$ cat config.mk
export PLATFORM = sky130hd
export DESIGN_NAME = hs_slew_cal
export DESIGN_NICKNAME = d
export VERILOG_FILES = /design/src/rtl/hs_slew_cal.sv
export SDC_FILE = /design/constraint.sdc
export NUM_CORES = 1
export LEC_CHECK = 0
export ABC_AREA = 1
export CORE_MARGIN = 2
export CORE_UTILIZATION = 35
export DETAILED_ROUTE_END_ITERATION = 12
export PLACE_DENSITY = 0.55
export SLEW_MARGIN = 20
export SYNTH_ARGS = -nofsm -noshare
export SYNTH_HDL_FRONTEND = slang
export SYNTH_SLANG_ARGS = --single-unit
$ cat constraint.sdc
create_clock -name clk -period 2.5 [get_ports clk]
set_input_delay 0.5 -clock clk [delete_from_list [all_inputs] [get_ports clk]]
set_output_delay 0.5 -clock clk [all_outputs]
set_load 0.05 [all_outputs]
$ cat src/rtl/hs_slew_cal.sv
module hs_slew_cal #(
  parameter int PORT_W    = 2,
  parameter int CNT_W     = 16,
  parameter int WIN       = 1024,
  parameter int REF_MHZ   = 26,
  parameter int SR_COEF   = 28,
  parameter int SR_DIV    = 1000,
  parameter int DEF_CODE  = 4,
  parameter int PRE       = 100,
  parameter int DLY_TICKS = 1,
  parameter int TMO_TICKS = 200
) (
  input  logic                       clk,
  input  logic                       rst_n,
  input  logic                       start_i,
  input  logic [PORT_W-1:0]          port_i,
  input  logic                       meter_valid_i,
  input  logic [CNT_W-1:0]           meter_count_i,
  output logic                       osc_en_o,
  output logic                       frun_en_o,
  output logic                       meter_en_o,
  output logic [$clog2(WIN+1)-1:0]   win_len_o,
  output logic [PORT_W-1:0]          chan_o,
  output logic [2:0]                 code_o,
  output logic                       done_o
);
  localparam int NUM   = WIN * REF_MHZ * SR_COEF;
  localparam int HALF  = SR_DIV / 2;
  localparam int NW    = $clog2(NUM + SR_DIV + 1);
  localparam int BW    = $clog2(NW + 1);
  localparam int WIN_W = $clog2(WIN + 1);
  localparam int PW    = $clog2(PRE + 1);
  localparam int TMAX  = (DLY_TICKS > TMO_TICKS) ? DLY_TICKS : TMO_TICKS;
  localparam int TW    = $clog2(TMAX + 1);

  typedef enum logic [3:0] {
    S_IDLE, S_DLY, S_CFG, S_ARM, S_POLL, S_FOFF,
    S_DIV1, S_MID, S_DIV2, S_WR, S_OFF
  } st_t;

  st_t               st;
  logic [PORT_W-1:0] port_q;
  logic [CNT_W-1:0]  cnt_q;
  logic              zero_q;
  logic [PW-1:0]     pcnt;
  logic [TW-1:0]     tcnt;
  logic [NW-1:0]     rem, quo, dvs;
  logic [BW-1:0]     bcnt;

  // prescaled tick timing, shared by the settle delay and the meter timeout
  logic          tick, wait_end;
  logic [TW-1:0] limit;
  assign tick     = (pcnt == PW'(PRE - 1));
  assign limit    = (st == S_DLY) ? TW'(DLY_TICKS - 1) : TW'(TMO_TICKS - 1);
  assign wait_end = tick && (tcnt == limit);

  // one restoring division step
  logic [NW:0]   trial;
  logic          take;
  logic [NW-1:0] diff;
  logic          last_bit;
  assign trial    = {rem, quo[NW-1]};
  assign take     = (trial >= {1'b0, dvs});
  assign diff     = trial[NW-1:0] - dvs;
  assign last_bit = (bcnt == BW'(NW - 1));

  always_ff @(posedge clk or negedge rst_n) begin
    if (!rst_n) begin
      st         <= S_IDLE;
      port_q     <= '0;
      cnt_q      <= '0;
      zero_q     <= 1'b0;
      pcnt       <= '0;
      tcnt       <= '0;
      rem        <= '0;
      quo        <= '0;
      dvs        <= '0;
      bcnt       <= '0;
      osc_en_o   <= 1'b0;
      frun_en_o  <= 1'b0;
      meter_en_o <= 1'b0;
      win_len_o  <= '0;
      chan_o     <= '0;
      code_o     <= '0;
      done_o     <= 1'b0;
    end else begin
      done_o <= 1'b0;
      case (st)
        S_IDLE: if (start_i) begin
          osc_en_o <= 1'b1;
          port_q   <= port_i;
          pcnt     <= '0;
          tcnt     <= '0;
          st       <= S_DLY;
        end
        S_DLY: begin
          pcnt <= tick ? '0 : pcnt + 1'b1;
          if (tick) tcnt <= tcnt + 1'b1;
          if (wait_end) begin
            frun_en_o <= 1'b1;
            st        <= S_CFG;
          end
        end
        S_CFG: begin
          chan_o    <= port_q;
          win_len_o <= WIN_W'(WIN);
          st        <= S_ARM;
        end
        S_ARM: begin
          meter_en_o <= 1'b1;
          pcnt       <= '0;
          tcnt       <= '0;
          st         <= S_POLL;
        end
        S_POLL: begin
          pcnt <= tick ? '0 : pcnt + 1'b1;
          if (tick) tcnt <= tcnt + 1'b1;
          if (meter_valid_i || wait_end) begin
            cnt_q      <= meter_count_i;
            meter_en_o <= 1'b0;
            st         <= S_FOFF;
          end
        end
        S_FOFF: begin
          frun_en_o <= 1'b0;
          zero_q    <= (cnt_q == '0);
          rem       <= '0;
          quo       <= NW'(NUM);
          dvs       <= NW'(cnt_q);
          bcnt      <= '0;
          st        <= (cnt_q == '0) ? S_WR : S_DIV1;
        end
        S_DIV1, S_DIV2: begin
          rem  <= take ? diff : trial[NW-1:0];
          quo  <= {quo[NW-2:0], take};
          bcnt <= bcnt + 1'b1;
          if (last_bit) st <= (st == S_DIV1) ? S_MID : S_WR;
        end
        S_MID: begin
          quo  <= quo + NW'(HALF);
          rem  <= '0;
          dvs  <= NW'(SR_DIV);
          bcnt <= '0;
          st   <= S_DIV2;
        end
        S_WR: begin
          code_o <= zero_q ? 3'(DEF_CODE) : quo[2:0];
          st     <= S_OFF;
        end
        S_OFF: begin
          osc_en_o <= 1'b0;
          done_o   <= 1'b1;
          st       <= S_IDLE;
        end
        default: st <= S_IDLE;
      endcase
    end
  end

  p_frun_needs_osc_r2: assert property (@(posedge clk) disable iff (!rst_n)
    frun_en_o |-> osc_en_o);
  p_meter_needs_frun_r8: assert property (@(posedge clk) disable iff (!rst_n)
    meter_en_o |-> frun_en_o);
  p_window_set_r3: assert property (@(posedge clk) disable iff (!rst_n)
    meter_en_o |-> (win_len_o == WIN_W'(WIN)));
  p_done_single_r9: assert property (@(posedge clk) disable iff (!rst_n)
    done_o |=> !done_o);
  p_done_all_off_r9: assert property (@(posedge clk) disable iff (!rst_n)
    done_o |-> (!osc_en_o && !frun_en_o && !meter_en_o));
  p_code_hold_r9: assert property (@(posedge clk) disable iff (!rst_n)
    !osc_en_o |=> $stable(code_o));
endmodule

Yosys cells after proc, flatten, opt, wreduce, memory -nomap -nowiden
Cells that the tools add are included.
{"block": "totals", "regBits": 113, "inputBits": 22, "output_inout_bits": 20, "elab_cells": 90}
{"block": "classes", "add_sub_neg": 5, "n_lt_le_gt_ge": 1, "eq_ne": 18, "n_mux": 27, "reduce_logical": 22}
{"op": "$pmux 20 s2", "count": 2}
{"op": "$pmux 20 s3", "count": 1}
{"op": "$pmux 4 s9", "count": 1}
{"op": "$mux 4", "count": 6}
{"op": "$mux 8", "count": 3}
{"op": "$pmux 8 s3", "count": 1}
{"op": "$ge 21x20->1", "count": 1}
{"op": "$pmux 7 s3", "count": 1}
{"op": "$add 20x9->20 const B", "count": 1}
{"op": "$mux 20", "count": 1}
{"op": "$sub 20x20->20", "count": 1}
{"op": "$eq 4x3->1 const B", "count": 4}
{"op": "$logic_not 16->1", "count": 1}
{"op": "$mux 7", "count": 2}
{"op": "$eq 4x4->1 const B", "count": 3}
{"op": "$reduce_and 2->1", "count": 6}
{"op": "$pmux 5 s2", "count": 1}
{"op": "$reduce_bool 2->1", "count": 5}
{"op": "$add 8x1->8 const B", "count": 1}
{"op": "$eq 4x2->1 const B", "count": 2}
{"op": "$eq 8x8->1", "count": 1}
{"op": "$ne 2x2->1 const B", "count": 4}
{"op": "$add 7x1->7 const B", "count": 1}
{"op": "$eq 7x7->1 const B", "count": 1}
{"op": "other kinds (14)", "count": 22}

Depth between registers and ports, before layout
{"block": "logic_depth", "ltp_word": 7, "depth_mapped": 15, "depth_no_buf": 15}

Worst setup path before layout
No wires, ideal clock.
{"block": "synth_timing", "path_kind": "flip-flop to flip-flop", "start": "reg rem[2]", "end": "reg rem[13]", "setup_ps": 118, "t_arrival_ps": 1691, "t_required_ps": 2382, "slack_ps": 691, "path_stages_with_launch": 14, "path_buffers": 1, "period_less_slack_ps": 1809, "cell_sequence": "dfrtp_1 -> ha_1 -> nand2_2 -> nor2_1 -> nand2_1 -> nand3_1 -> nand2_1 -> nand2_1 -> nand2_4 -> nand2_4 -> buf_6 -> nand2_1 -> nand3_1 -> nand2_1"}
{"block": "synth_between", "elab_chain_cells": 3, "elab_cells_between_ends": 4, "cone_classes": "add/sub: 1; order compare: 1; mux: 2"}
{"item": "start, declared", "line": "47", "text": "logic [NW-1:0] rem, quo, dvs;"}
{"item": "start signal, assigned", "line": "134", "text": "rem <= take ? diff : trial[NW-1:0];"}
{"item": "$sub 20x20->20 or $ge 21x20->1 (tied branches)", "line": "64, 63"}
{"item": "$mux 20 (*)", "line": "134"}
{"item": "$pmux 20 s2 (*)", "line": "88", "text": "case (st)"}
Mark *: on every way between the ends. The rest lies on a longest branch, timed or not.
A chain may end at the register's enable or synchronous reset.

Worst setup path in the final report
{"block": "layout_timing", "start": "reg rem[2]", "end": "reg rem[8]"}
Same word-level chain as after synthesis.

==> out/qor.yml <==
cts_setup_buffers: 0
clk_pin_slew_ps: 70
wl_per_cell_um: 13.0
hold_path.class: "input pin to async pin"
power_density_nw_per_um2: 1310
numCtsBuffers: 9
yosysWarnings: 0
synth_seq_cells: 109
crit_required_ps: 2750
skew_ps: 7.78
ctsRootBufferMaster: "clkbuf_16"
slew_headroom: 0.644
drt_first_pass_iters: 4
crit_arrival_ps: 2420
p_seq_frac: 0.291
critPathCaptureType: "register"
fin_crit_sh: 0.868
cp-start-kind: "register"
synth_common_cells: "nand2_1 (271), inv_1 (157), dfrtp_1 (109)"
rsz0062_at_grt: "false"
leakagePower_nw: 3.84
portBuffers: 31
place_hpwl_mm: 12.0
dp.cells: 1213
setup_viol: 0
grt_pass1_wl_mm: 27.4
power_frac_clock: 0.149
cts_max_level: 3
ctsResizeCount: 0
critPathKind: "register to register"
rows: 50
die_w_um: 143
drv_slew: 0
drive_above_1_share: 0.0599
ys_types: 45
clock.fmax_mhz: 461
grt_overflow: 0
synth_top_area_cell: "dfrtp_1"
synth_edf_count: 0
hold_viol_final: 0
numClockSinks: 109
async_flop_share: 1.00
synth_area_leaders: "dfrtp_1 (40%), nand2_1 (15%), inv_1 (8.7%)"
use_met2: 0.274
layout_min_cycle_time_ps: 2170
crit_slowest_cell: "dfrtp_1"
viasPerCell: 4.71
cp_cell_sequence: "ha_1 -> nand2_2 -> nor2_1 -> nand2_1 -> nand3_1 -> nand2_1 -> nand2_1 -> nand2_4 -> nand2_4 -> nand2_1 -> nand3_1 -> nand2_1"
fin_nets: 1007
cpMostUsedCell: "nand2_1"
yosysSeqAreaShare: 0.404
power_switching_mw: 4.83
syn-cell-area_um2: 6760
num_vias: 5793
drcViolationCount: 0
antenna_cells: 0
grt_max_degree: 73
setup_tns_ps: 0
tightest_slew_ps: 533
die-height_um: 143
status: "completed"
fillCellCount: 1972
cpLargestDelayFamily: "simple AND/OR/NAND/NOR gates"
antenna_found_initial: 0
grt_pass1_vias: 5579
start_util: 0.359
critPathMaxStageDelay_ps: 410
worstSkewPairLatency_ps: 350
drt-total-wl_mm: 16.0
totalPowerFinal_mw: 9.99
power_frac_comb: 0.559
met3_usage: 0.0168
swShare: 0.483
p_int_mw: 5.16
gp_congestion: 0.868
yosys_most_used_dff: "dfrtp_1"
cts_tree: "done"
ir_drop_mv: 0.593
die-area_um2: 20400
coreArea_um2: 18800
syn_to_final_growth_pct: 12.9
detail-route-antenna-nets: 0
grt_usage: 0.168
grt.busiest_layer: "met2"
ctsLongestPathBuffers: 2
maxCapViolCount: 0
syn_avg_cell_area_um2: 7.25
final_cell_count_no_fill: 1229
yosysTopAreaCellShare: 0.404
drt_iter0_drc: 296
cts-hold-fix-buffers: 0
grt_use_met1: 0.233
crit_buf_inv: 0
syn_inst: 932
io_pins: 42
cp_max_fo: 21
synth.most_common_cell: "nand2_1"
## sequential cells by signal, summed over array words and instances, names as in the netlist, 2 cells and up
signal / count
chan_o: 2
rem: 20
bcnt: 5
tcnt: 8
pcnt: 7
quo: 20
dvs: 16
code_o: 3
cnt_q: 16
port_q: 2
st: 4
## metrics by stage
stage	utilization	setup WS, ps	instance area, um2	hold slack [ps]
floorplan	-	691	6790	204
global placement	0.389	333	7320	456
detailed placement	0.389	344	7320	459
CTS	0.405	328	7630	178
global route	0.405	13.8	7630	197
finish	0.405	329	7630	149
## logic make-up after synthesis
| group | share of synthesized area |
|---|---|
| AOI/OAI and AO/OA | 0.107 |
| muxes | 0.00333 |
| buffers and inverters | 0.120 |
| DFF | 0.404 |
| adders and majority gates | 0.0400 |
| xor gates and xnor gates | 0.0207 |
| and+or+nand+nor | 0.305 |
| other | 0.000555 |
## worst reg2reg max path, stage by stage (launching register included)
cell     delay, ps
dfrtp_1        410
ha_1           400
nand2_2         80
nor2_1         140
nand2_1         60
nand3_1        120
nand2_1        110
nand2_1        140
nand2_4        120
nand2_4        250
nand2_1        100
nand3_1         80
nand2_1         50
## layout by cell type (no fill, tap or decap), types with 6 or more instances in the layout
| master | n |
|---|---|
| conb_1 | 10 |
| clkbuf_16 | 9 |
| nor3_1 | 13 |
| clkdlybuf4s50_1 | 30 |
| nand2_1 | 271 |
| xnor2_1 | 7 |
| o21ai_0 | 27 |
| nor2_1 | 57 |
| nand3_1 | 88 |
| dfrtp_1 | 109 |
| a22oi_1 | 11 |
| buf_4 | 10 |
| o21ai_1 | 18 |
| o221ai_1 | 6 |
| nand4_1 | 16 |
| o22ai_1 | 13 |
| ha_1 | 20 |
| xor2_1 | 9 |
| inv_1 | 157 |
| a21oi_1 | 28 |
## per-layer routing
metal / wire length (um) / vias up
met1: 7830 / 2674
met3: 379 / 16
li1: - / 3028
met2: 7570 / 75
met4: 262 / 0
met5: 0 / -
## layout make-up
type                    count  area (um2)  area share
flip-flops and latches    109        2730       0.358
well taps                 260         325      0.0427
clock buffers              10         239      0.0313
multi-input cells         640        3250       0.427
clock inverters             6        70.1     0.00919
inverters                 163         614      0.0806
repair buffers             41         395      0.0518
## final timing paths
| check | from | to | slack [ps] | depth (start not counted) |
|---|---|---|---|---|
| setup reg to reg | rem[2] | rem[8] | 330 | 12 |
| hold / removal | rst_n | rem[2] | 150 | 2 |
| min in group clk | win_len_o[10] | win_len_o[10] | 470 | 2 |
| max in group asynchronous | rst_n | cnt_q[14] | 1930 | 2 |
| hold reg to reg | win_len_o[10] | win_len_o[10] | 470 | 2 |
| setup / recovery | rem[2] | rem[8] | 330 | 12 |
## power groups by stage
stage               clock (mW)  combinational (mW)  sequential, mW
finish                    1.49                5.59            2.91
global route              1.62                6.40            3.00
CTS                       1.55                5.65            2.91
detailed placement           0                5.62            2.93
global placement             0                5.63            2.93
floorplan                    0                4.21            3.03
Note: power is estimated with default switching activity, not from simulation.
